<file path="config.mk">
export PLATFORM = sky130hd
export DESIGN_NAME = vecfetch_seq
export DESIGN_NICKNAME = d
export VERILOG_FILES = /design/src/rtl/vfseq_pkg.sv /design/src/rtl/vfseq_base_sel.sv /design/src/rtl/vfseq_fsm.sv /design/src/rtl/vfseq_vec_regs.sv /design/src/rtl/vecfetch_seq.sv
export SDC_FILE = /design/constraint.sdc
export NUM_CORES = 1
export LEC_CHECK = 0
export CELL_PAD_IN_SITES_DETAIL_PLACEMENT = 0
export CELL_PAD_IN_SITES_GLOBAL_PLACEMENT = 2
export CORE_UTILIZATION = 25
export DETAILED_ROUTE_END_ITERATION = 16
export HOLD_SLACK_MARGIN = 0.15
export PLACE_DENSITY = 0.78
export SLEW_MARGIN = 20
export SYNTH_ARGS = -nofsm -noshare
export SYNTH_HDL_FRONTEND = slang
export SYNTH_HIERARCHICAL = 1
export SYNTH_SLANG_ARGS = --single-unit
</file>
<file path="constraint.sdc">
create_clock -name clk -period 2 [get_ports clk]
set_clock_uncertainty 0.05 [all_clocks]
set_input_delay 0.2 -clock clk [delete_from_list [all_inputs] [get_ports clk]]
set_output_delay 0.2 -clock clk [all_outputs]
set_load 0.01 [all_outputs]
</file>
<file path="src/rtl/vfseq_pkg.sv">
package vfseq_pkg;
    typedef enum logic [2:0] {
        ST_IDLE     = 3'd0,
        ST_FETCH_SP = 3'd1,
        ST_FETCH_PC = 3'd2,
        ST_RUN      = 3'd3,
        ST_LOCKUP   = 3'd4
    } seq_state_e;

    typedef enum logic [1:0] {
        ALIAS_NONE  = 2'b00,
        ALIAS_ROM   = 2'b01,
        ALIAS_FLASH = 2'b10
    } alias_e;
endpackage

</file>
<file path="src/rtl/vfseq_base_sel.sv">
module vfseq_base_sel #(
    parameter int ADDR_W  = 32,
    parameter int SEL_W   = 2,
    parameter int OPT_W   = 14,
    parameter int OPT_LSB = 16
) (
    input  logic              clk,
    input  logic              rst_n,
    input  logic              capture,
    input  logic [SEL_W-1:0]  boot_sel,
    input  logic [OPT_W-1:0]  opt_base,
    output logic [ADDR_W-1:0] base_addr,
    output logic [1:0]        alias_sel
);
    import vfseq_pkg::*;

    localparam int HI_PAD = ADDR_W - OPT_W - OPT_LSB;

    typedef struct packed {
        logic [SEL_W-1:0] sel;
        logic [OPT_W-1:0] opt;
    } cap_t;

    cap_t cap_d, cap_q;

    always_comb begin
        cap_d = cap_q;
        if (capture) begin
            cap_d.sel = boot_sel;
            cap_d.opt = opt_base;
        end
    end

    always_ff @(posedge clk or negedge rst_n) begin
        if (!rst_n) cap_q <= '0;
        else        cap_q <= cap_d;
    end

    logic flex_mode;
    assign flex_mode = cap_q.sel[SEL_W-1];

    generate
        if (HI_PAD > 0) begin : g_pad
            assign base_addr = flex_mode ? {{HI_PAD{1'b0}}, cap_q.opt, {OPT_LSB{1'b0}}}
                                         : '0;
        end else begin : g_nopad
            assign base_addr = flex_mode ? {cap_q.opt, {OPT_LSB{1'b0}}} : '0;
        end
    endgenerate

    always_comb begin
        if (flex_mode)        alias_sel = ALIAS_NONE;
        else if (cap_q.sel[0]) alias_sel = ALIAS_FLASH;
        else                   alias_sel = ALIAS_ROM;
    end
endmodule

</file>
<file path="src/rtl/vfseq_fsm.sv">
module vfseq_fsm #(
    parameter int ADDR_W     = 32,
    parameter int WORD_BYTES = 4
) (
    input  logic              clk,
    input  logic              rst_n,
    input  logic [ADDR_W-1:0] base_addr,
    input  logic              mem_req_ready,
    input  logic              mem_rsp_valid,
    input  logic              mem_rsp_err,
    output logic              capture,
    output logic              mem_req_valid,
    output logic [ADDR_W-1:0] mem_req_addr,
    output logic              load_sp,
    output logic              load_pc,
    output logic              fetch_enable,
    output logic              boot_done,
    output logic              lockup
);
    import vfseq_pkg::*;

    localparam logic [ADDR_W-1:0] PC_OFS = ADDR_W'(WORD_BYTES);

    typedef struct packed {
        seq_state_e st;
        logic       sent;
        logic       done_pls;
    } fsm_t;

    fsm_t fsm_d, fsm_q;

    always_comb begin
        fsm_d          = fsm_q;
        fsm_d.done_pls = 1'b0;
        capture        = 1'b0;
        mem_req_valid  = 1'b0;
        mem_req_addr   = base_addr;
        load_sp        = 1'b0;
        load_pc        = 1'b0;
        case (fsm_q.st)
            ST_IDLE: begin
                capture    = 1'b1;
                fsm_d.st   = ST_FETCH_SP;
                fsm_d.sent = 1'b0;
            end
            ST_FETCH_SP, ST_FETCH_PC: begin
                if (fsm_q.st == ST_FETCH_PC) mem_req_addr = base_addr + PC_OFS;
                if (!fsm_q.sent) begin
                    mem_req_valid = 1'b1;
                    if (mem_req_ready) fsm_d.sent = 1'b1;
                end else if (mem_rsp_valid) begin
                    fsm_d.sent = 1'b0;
                    if (mem_rsp_err) begin
                        fsm_d.st = ST_LOCKUP;
                    end else if (fsm_q.st == ST_FETCH_SP) begin
                        load_sp  = 1'b1;
                        fsm_d.st = ST_FETCH_PC;
                    end else begin
                        load_pc        = 1'b1;
                        fsm_d.st       = ST_RUN;
                        fsm_d.done_pls = 1'b1;
                    end
                end
            end
            ST_RUN:    fsm_d.st = ST_RUN;
            ST_LOCKUP: fsm_d.st = ST_LOCKUP;
            default:   fsm_d.st = ST_LOCKUP;
        endcase
    end

    always_ff @(posedge clk or negedge rst_n) begin
        if (!rst_n) fsm_q <= '{st: ST_IDLE, sent: 1'b0, done_pls: 1'b0};
        else        fsm_q <= fsm_d;
    end

    assign fetch_enable = (fsm_q.st == ST_RUN);
    assign lockup       = (fsm_q.st == ST_LOCKUP);
    assign boot_done    = fsm_q.done_pls;
endmodule

</file>
<file path="src/rtl/vfseq_vec_regs.sv">
module vfseq_vec_regs #(
    parameter int DATA_W     = 32,
    parameter int SP_CLR_LSB = 2,
    parameter int PC_CLR_LSB = 1
) (
    input  logic              clk,
    input  logic              rst_n,
    input  logic              load_sp,
    input  logic              load_pc,
    input  logic [DATA_W-1:0] rd_data,
    output logic [DATA_W-1:0] sp_out,
    output logic [DATA_W-1:0] pc_out
);
    localparam logic [DATA_W-1:0] SP_MASK = {DATA_W{1'b1}} << SP_CLR_LSB;
    localparam logic [DATA_W-1:0] PC_MASK = {DATA_W{1'b1}} << PC_CLR_LSB;

    typedef struct packed {
        logic [DATA_W-1:0] sp;
        logic [DATA_W-1:0] pc;
    } vec_t;

    vec_t vec_d, vec_q;

    always_comb begin
        vec_d = vec_q;
        if (load_sp) vec_d.sp = rd_data & SP_MASK;
        if (load_pc) vec_d.pc = rd_data & PC_MASK;
    end

    always_ff @(posedge clk or negedge rst_n) begin
        if (!rst_n) vec_q <= '0;
        else        vec_q <= vec_d;
    end

    assign sp_out = vec_q.sp;
    assign pc_out = vec_q.pc;
endmodule

</file>
<file path="src/rtl/vecfetch_seq.sv">
module vecfetch_seq #(
    parameter int ADDR_W  = 32,
    parameter int DATA_W  = 32,
    parameter int OPT_W   = 14,
    parameter int OPT_LSB = 16
) (
    input  logic              clk,
    input  logic              rst_n,
    input  logic [1:0]        boot_sel,
    input  logic [OPT_W-1:0]  opt_base,
    output logic              mem_req_valid,
    output logic [ADDR_W-1:0] mem_req_addr,
    input  logic              mem_req_ready,
    input  logic              mem_rsp_valid,
    input  logic [DATA_W-1:0] mem_rsp_data,
    input  logic              mem_rsp_err,
    output logic [1:0]        alias_sel,
    output logic [DATA_W-1:0] sp_out,
    output logic [DATA_W-1:0] pc_out,
    output logic              fetch_enable,
    output logic              boot_done,
    output logic              lockup
);
    localparam int WORD_BYTES = DATA_W / 8;

    logic              capture;
    logic              load_sp;
    logic              load_pc;
    logic [ADDR_W-1:0] base_addr;

    vfseq_base_sel #(
        .ADDR_W (ADDR_W),
        .SEL_W  (2),
        .OPT_W  (OPT_W),
        .OPT_LSB(OPT_LSB)
    ) u_base (
        .clk      (clk),
        .rst_n    (rst_n),
        .capture  (capture),
        .boot_sel (boot_sel),
        .opt_base (opt_base),
        .base_addr(base_addr),
        .alias_sel(alias_sel)
    );

    vfseq_fsm #(
        .ADDR_W    (ADDR_W),
        .WORD_BYTES(WORD_BYTES)
    ) u_fsm (
        .clk          (clk),
        .rst_n        (rst_n),
        .base_addr    (base_addr),
        .mem_req_ready(mem_req_ready),
        .mem_rsp_valid(mem_rsp_valid),
        .mem_rsp_err  (mem_rsp_err),
        .capture      (capture),
        .mem_req_valid(mem_req_valid),
        .mem_req_addr (mem_req_addr),
        .load_sp      (load_sp),
        .load_pc      (load_pc),
        .fetch_enable (fetch_enable),
        .boot_done    (boot_done),
        .lockup       (lockup)
    );

    vfseq_vec_regs #(
        .DATA_W    (DATA_W),
        .SP_CLR_LSB(2),
        .PC_CLR_LSB(1)
    ) u_vec (
        .clk    (clk),
        .rst_n  (rst_n),
        .load_sp(load_sp),
        .load_pc(load_pc),
        .rd_data(mem_rsp_data),
        .sp_out (sp_out),
        .pc_out (pc_out)
    );
endmodule

</file>
==> flow_metrics.tcl <==
set metrics [dict create \
    outcome "complete, no violations" \
    timing.hold.ws_ps 281 \
    grt_usage_pct 12.3 \
    tns_ps 0 \
    yosys_warnings 6 \
    finalMaxSlewViolations 0 \
    die_w_um 131 \
    vias 2910 \
    rsz0062_at_grt "false" \
    ys.flop_type "dfrtp_1" \
    drt_iter0_drc 56 \
    finalHoldViolCount 0 \
    clock_latency_ps 330 \
    power_leakage_nw 2.65 \
    cp.required_ps 1750 \
    dieArea_sq_mm 0.0172 \
    place_congestion 0.735 \
    cts_made_buffers 9 \
    crit_chain "xnor2_1 > or2_2 > nor2_1 > clkdlybuf4s15_1" \
    final_cell_mix "112 x clkdlybuf4s50_1, 80 x dfrtp_1, 68 x mux2_2" \
    wirelength_mm 10.2 \
    syn-cell-area_sq_mm 0.00416 \
    switching_share_pct 31.7 \
    synthDistinctLibCells 38 \
    avgRoutedWirePerCell_um 14.7 \
    synth_edf_count 0 \
    grt.overflow.total 0 \
    synthArstFlopShare_pct 100 \
    clk_path_buf_depth 2 \
    pwr-share-comb_pct 44.6 \
    nets 529 \
    ant_nets 0 \
    critical_path_arrival_ps 1670 \
    crit_type "flop to primary output" \
    diodes 0 \
    initial_core_util_pct 25.9 \
    portBuffers 133 \
    htree_levels 3 \
    clock_power_share_pct 20.0 \
    crit_family "simple AND/OR/NAND/NOR gates" \
    ys_seq_area_share_pct 49.3 \
    path_clk_slew_ps 60 \
    die_height_um 131 \
    num_io_pins 155 \
    synth_area_leaders "dfrtp_1 49%, mux2_2 18%, buf_4 4.7%" \
    cts_sinks 82 \
    routed_via_density 4.19 \
    post-route-drc-count 0 \
    firstDrtPassIters 4 \
    num_rows 46 \
    path_buf_inv 1 \
    first_global_vias 3065 \
    crit_fanout 5 \
    start_kind "flop" \
    hpwl_mm 7.70 \
    setup_viol 0 \
    hold_class "primary input to asynchronous set/reset pin" \
    drv_cap 0 \
    min_period_ps 1920 \
    area_delta_synth_final_pct 43.8 \
    synth-seq-cells 82 \
    seq_power_share_pct 35.4 \
    grt_pass1_wl_mm 16.0 \
    final.period_utilization_pct 96.2 \
    clockRootBuffer "clkbuf_16" \
    core_area_sq_mm 0.0161 \
    peakVddDrop_uv 677 \
    layout_commonest_cell "clkdlybuf4s50_1" \
    grt_start_max_net_pins 37 \
    cellInternalPower_w 0.00524 \
    synth_top_area_cell "dfrtp_1" \
    powerDensity_mw_per_mm2 1280 \
    endpoint_kind "primary output" \
    syn_avg_cell_area_sq_um 12.5 \
    crit_path_max_incr_delay_ps 440 \
    synth_top_area_share_pct 49.3 \
    grt_antenna_before_repair 1 \
    critical_path.slowest_cell "dfrtp_1" \
    max_freq_mhz 520 \
    cts_tree "done" \
    syn_inst 334 \
    layout-drive-gt1-share_pct 25.9 \
    power_switching_w 0.00243 \
]
-- stage by stage --
stage	worst slack [ps]	util (%)	area (sq um)	instances	total power [W]
3_5_place_dp	45.3	35.3	5670	676	0.00622
6_report	76.8	37.3	5990	695	0.00767
2_1_floorplan	53.8	-	4240	353	0.00448
4_1_cts	4.45	37.3	5980	695	0.00778
3_3_place_gp	81.0	35.3	5670	676	0.00615
5_1_grt	4.97	37.3	5990	695	0.00818
-- registers in the layout (all words and copies together), names as in the netlist --
signal,cells
u_fsm/fsm_q,4
u_fsm/boot_done,1
u_vec/sp_out,30
u_base/cap_q,16
u_vec/pc_out,31
-- Yosys cell counts, types with 4 or more instances --
library cell / number
buf_6: 7
mux2_4: 10
nand3_1: 5
nand4_1: 8
nor2_1: 10
xnor2_1: 15
and4_1: 4
and2_1: 16
buf_4: 26
xor2_1: 15
nand2_1: 12
inv_1: 9
nor3_1: 13
mux2_2: 68
dfrtp_1: 82
-- layout make-up --
cell class,count,area (sq um)
Sequential cell,82,2050
Clock inverter,5,40.0
Timing Repair Buffer,148,1480
Multi-Input combinational cell,225,1880
Tap cell,216,270
Clock buffer,10,239
Fill cell,1550,10100
Inverter,9,33.8
-- power by group through the flow --
stage | Combinational [W] | Sequential (W) | Clock [W]
final | 0.00343 | 0.00271 | 0.00153
after global routing | 0.00369 | 0.00282 | 0.00167
after CTS | 0.00347 | 0.00272 | 0.00159
after detailed placement | 0.00346 | 0.00276 | 0
after global placement | 0.00342 | 0.00273 | 0
after floorplan | 0.00161 | 0.00286 | 0
-- cell families (layout without fill, tap and decap cells) --
kind of cell / count (synthesis) / in the layout / synth area share, %
AND/OR/NAND/NOR: 87 / 87 / 12.5
flip-flops: 82 / 82 / 49.3
multiplexers: 78 / 78 / 22.0
buffers and inverters: 46 / 172 / 8.14
XOR/XNOR: 30 / 30 / 6.31
AO/OA/AOI/OAI: 8 / 8 / 1.29
other: 2 / 21 / 0.180
adder cells (fa/ha/maj): 1 / 1 / 0.300
-- repair_timing --
action | in CTS | in global routing
gates resized for setup | 22 | 4
buffers inserted | 3 | 0
hold buffers | 1 | 0
endpoints found under the setup margin | 17 | 4
endpoints found under the hold margin | 82 | 0
-- worst reg2reg max path: cells and delay by family (launching register included) --
family                 cells  cell delay (ps)
and+or+nand+nor            2              400
DFF                        1              440
buffers and inverters      2              440
muxes                      1              370
-- layer usage --
metal | GRT usage (%) | vias up | wire length, um
met1 | 14.5 | 1388 | 4140
met4 | 3.45 | 2 | 93
met2 | 19.6 | 103 | 4790
met5 | 0 | - | 8
met3 | 6.37 | 10 | 1170
li1 | - | 1407 | -
-- path summary, 6_finish.rpt --
kind | slack [ps] | end | cells after the start | startpoint
max | 80 | mem_req_valid | 4 | u_fsm/fsm_q[2]$_DFFE_PN0P_
min | 280 | u_vec/sp_out[24]$_DFFE_PN0P_ | 2 | rst_n
max reg2reg | 180 | u_vec/sp_out[29]$_DFFE_PN0P_ | 5 | u_fsm/fsm_q[2]$_DFFE_PN0P_
min reg2reg | 450 | u_vec/sp_out[29]$_DFFE_PN0P_ | 1 | u_vec/sp_out[29]$_DFFE_PN0P_
max in group asynchronous | 1000 | u_base/cap_q[15]$_DFFE_PN0P_ | 3 | rst_n
min in group clk | 430 | u_base/cap_q[11]$_DFFE_PN0P_ | 2 | opt_base[11]
(Power assumes the default switching activity.)
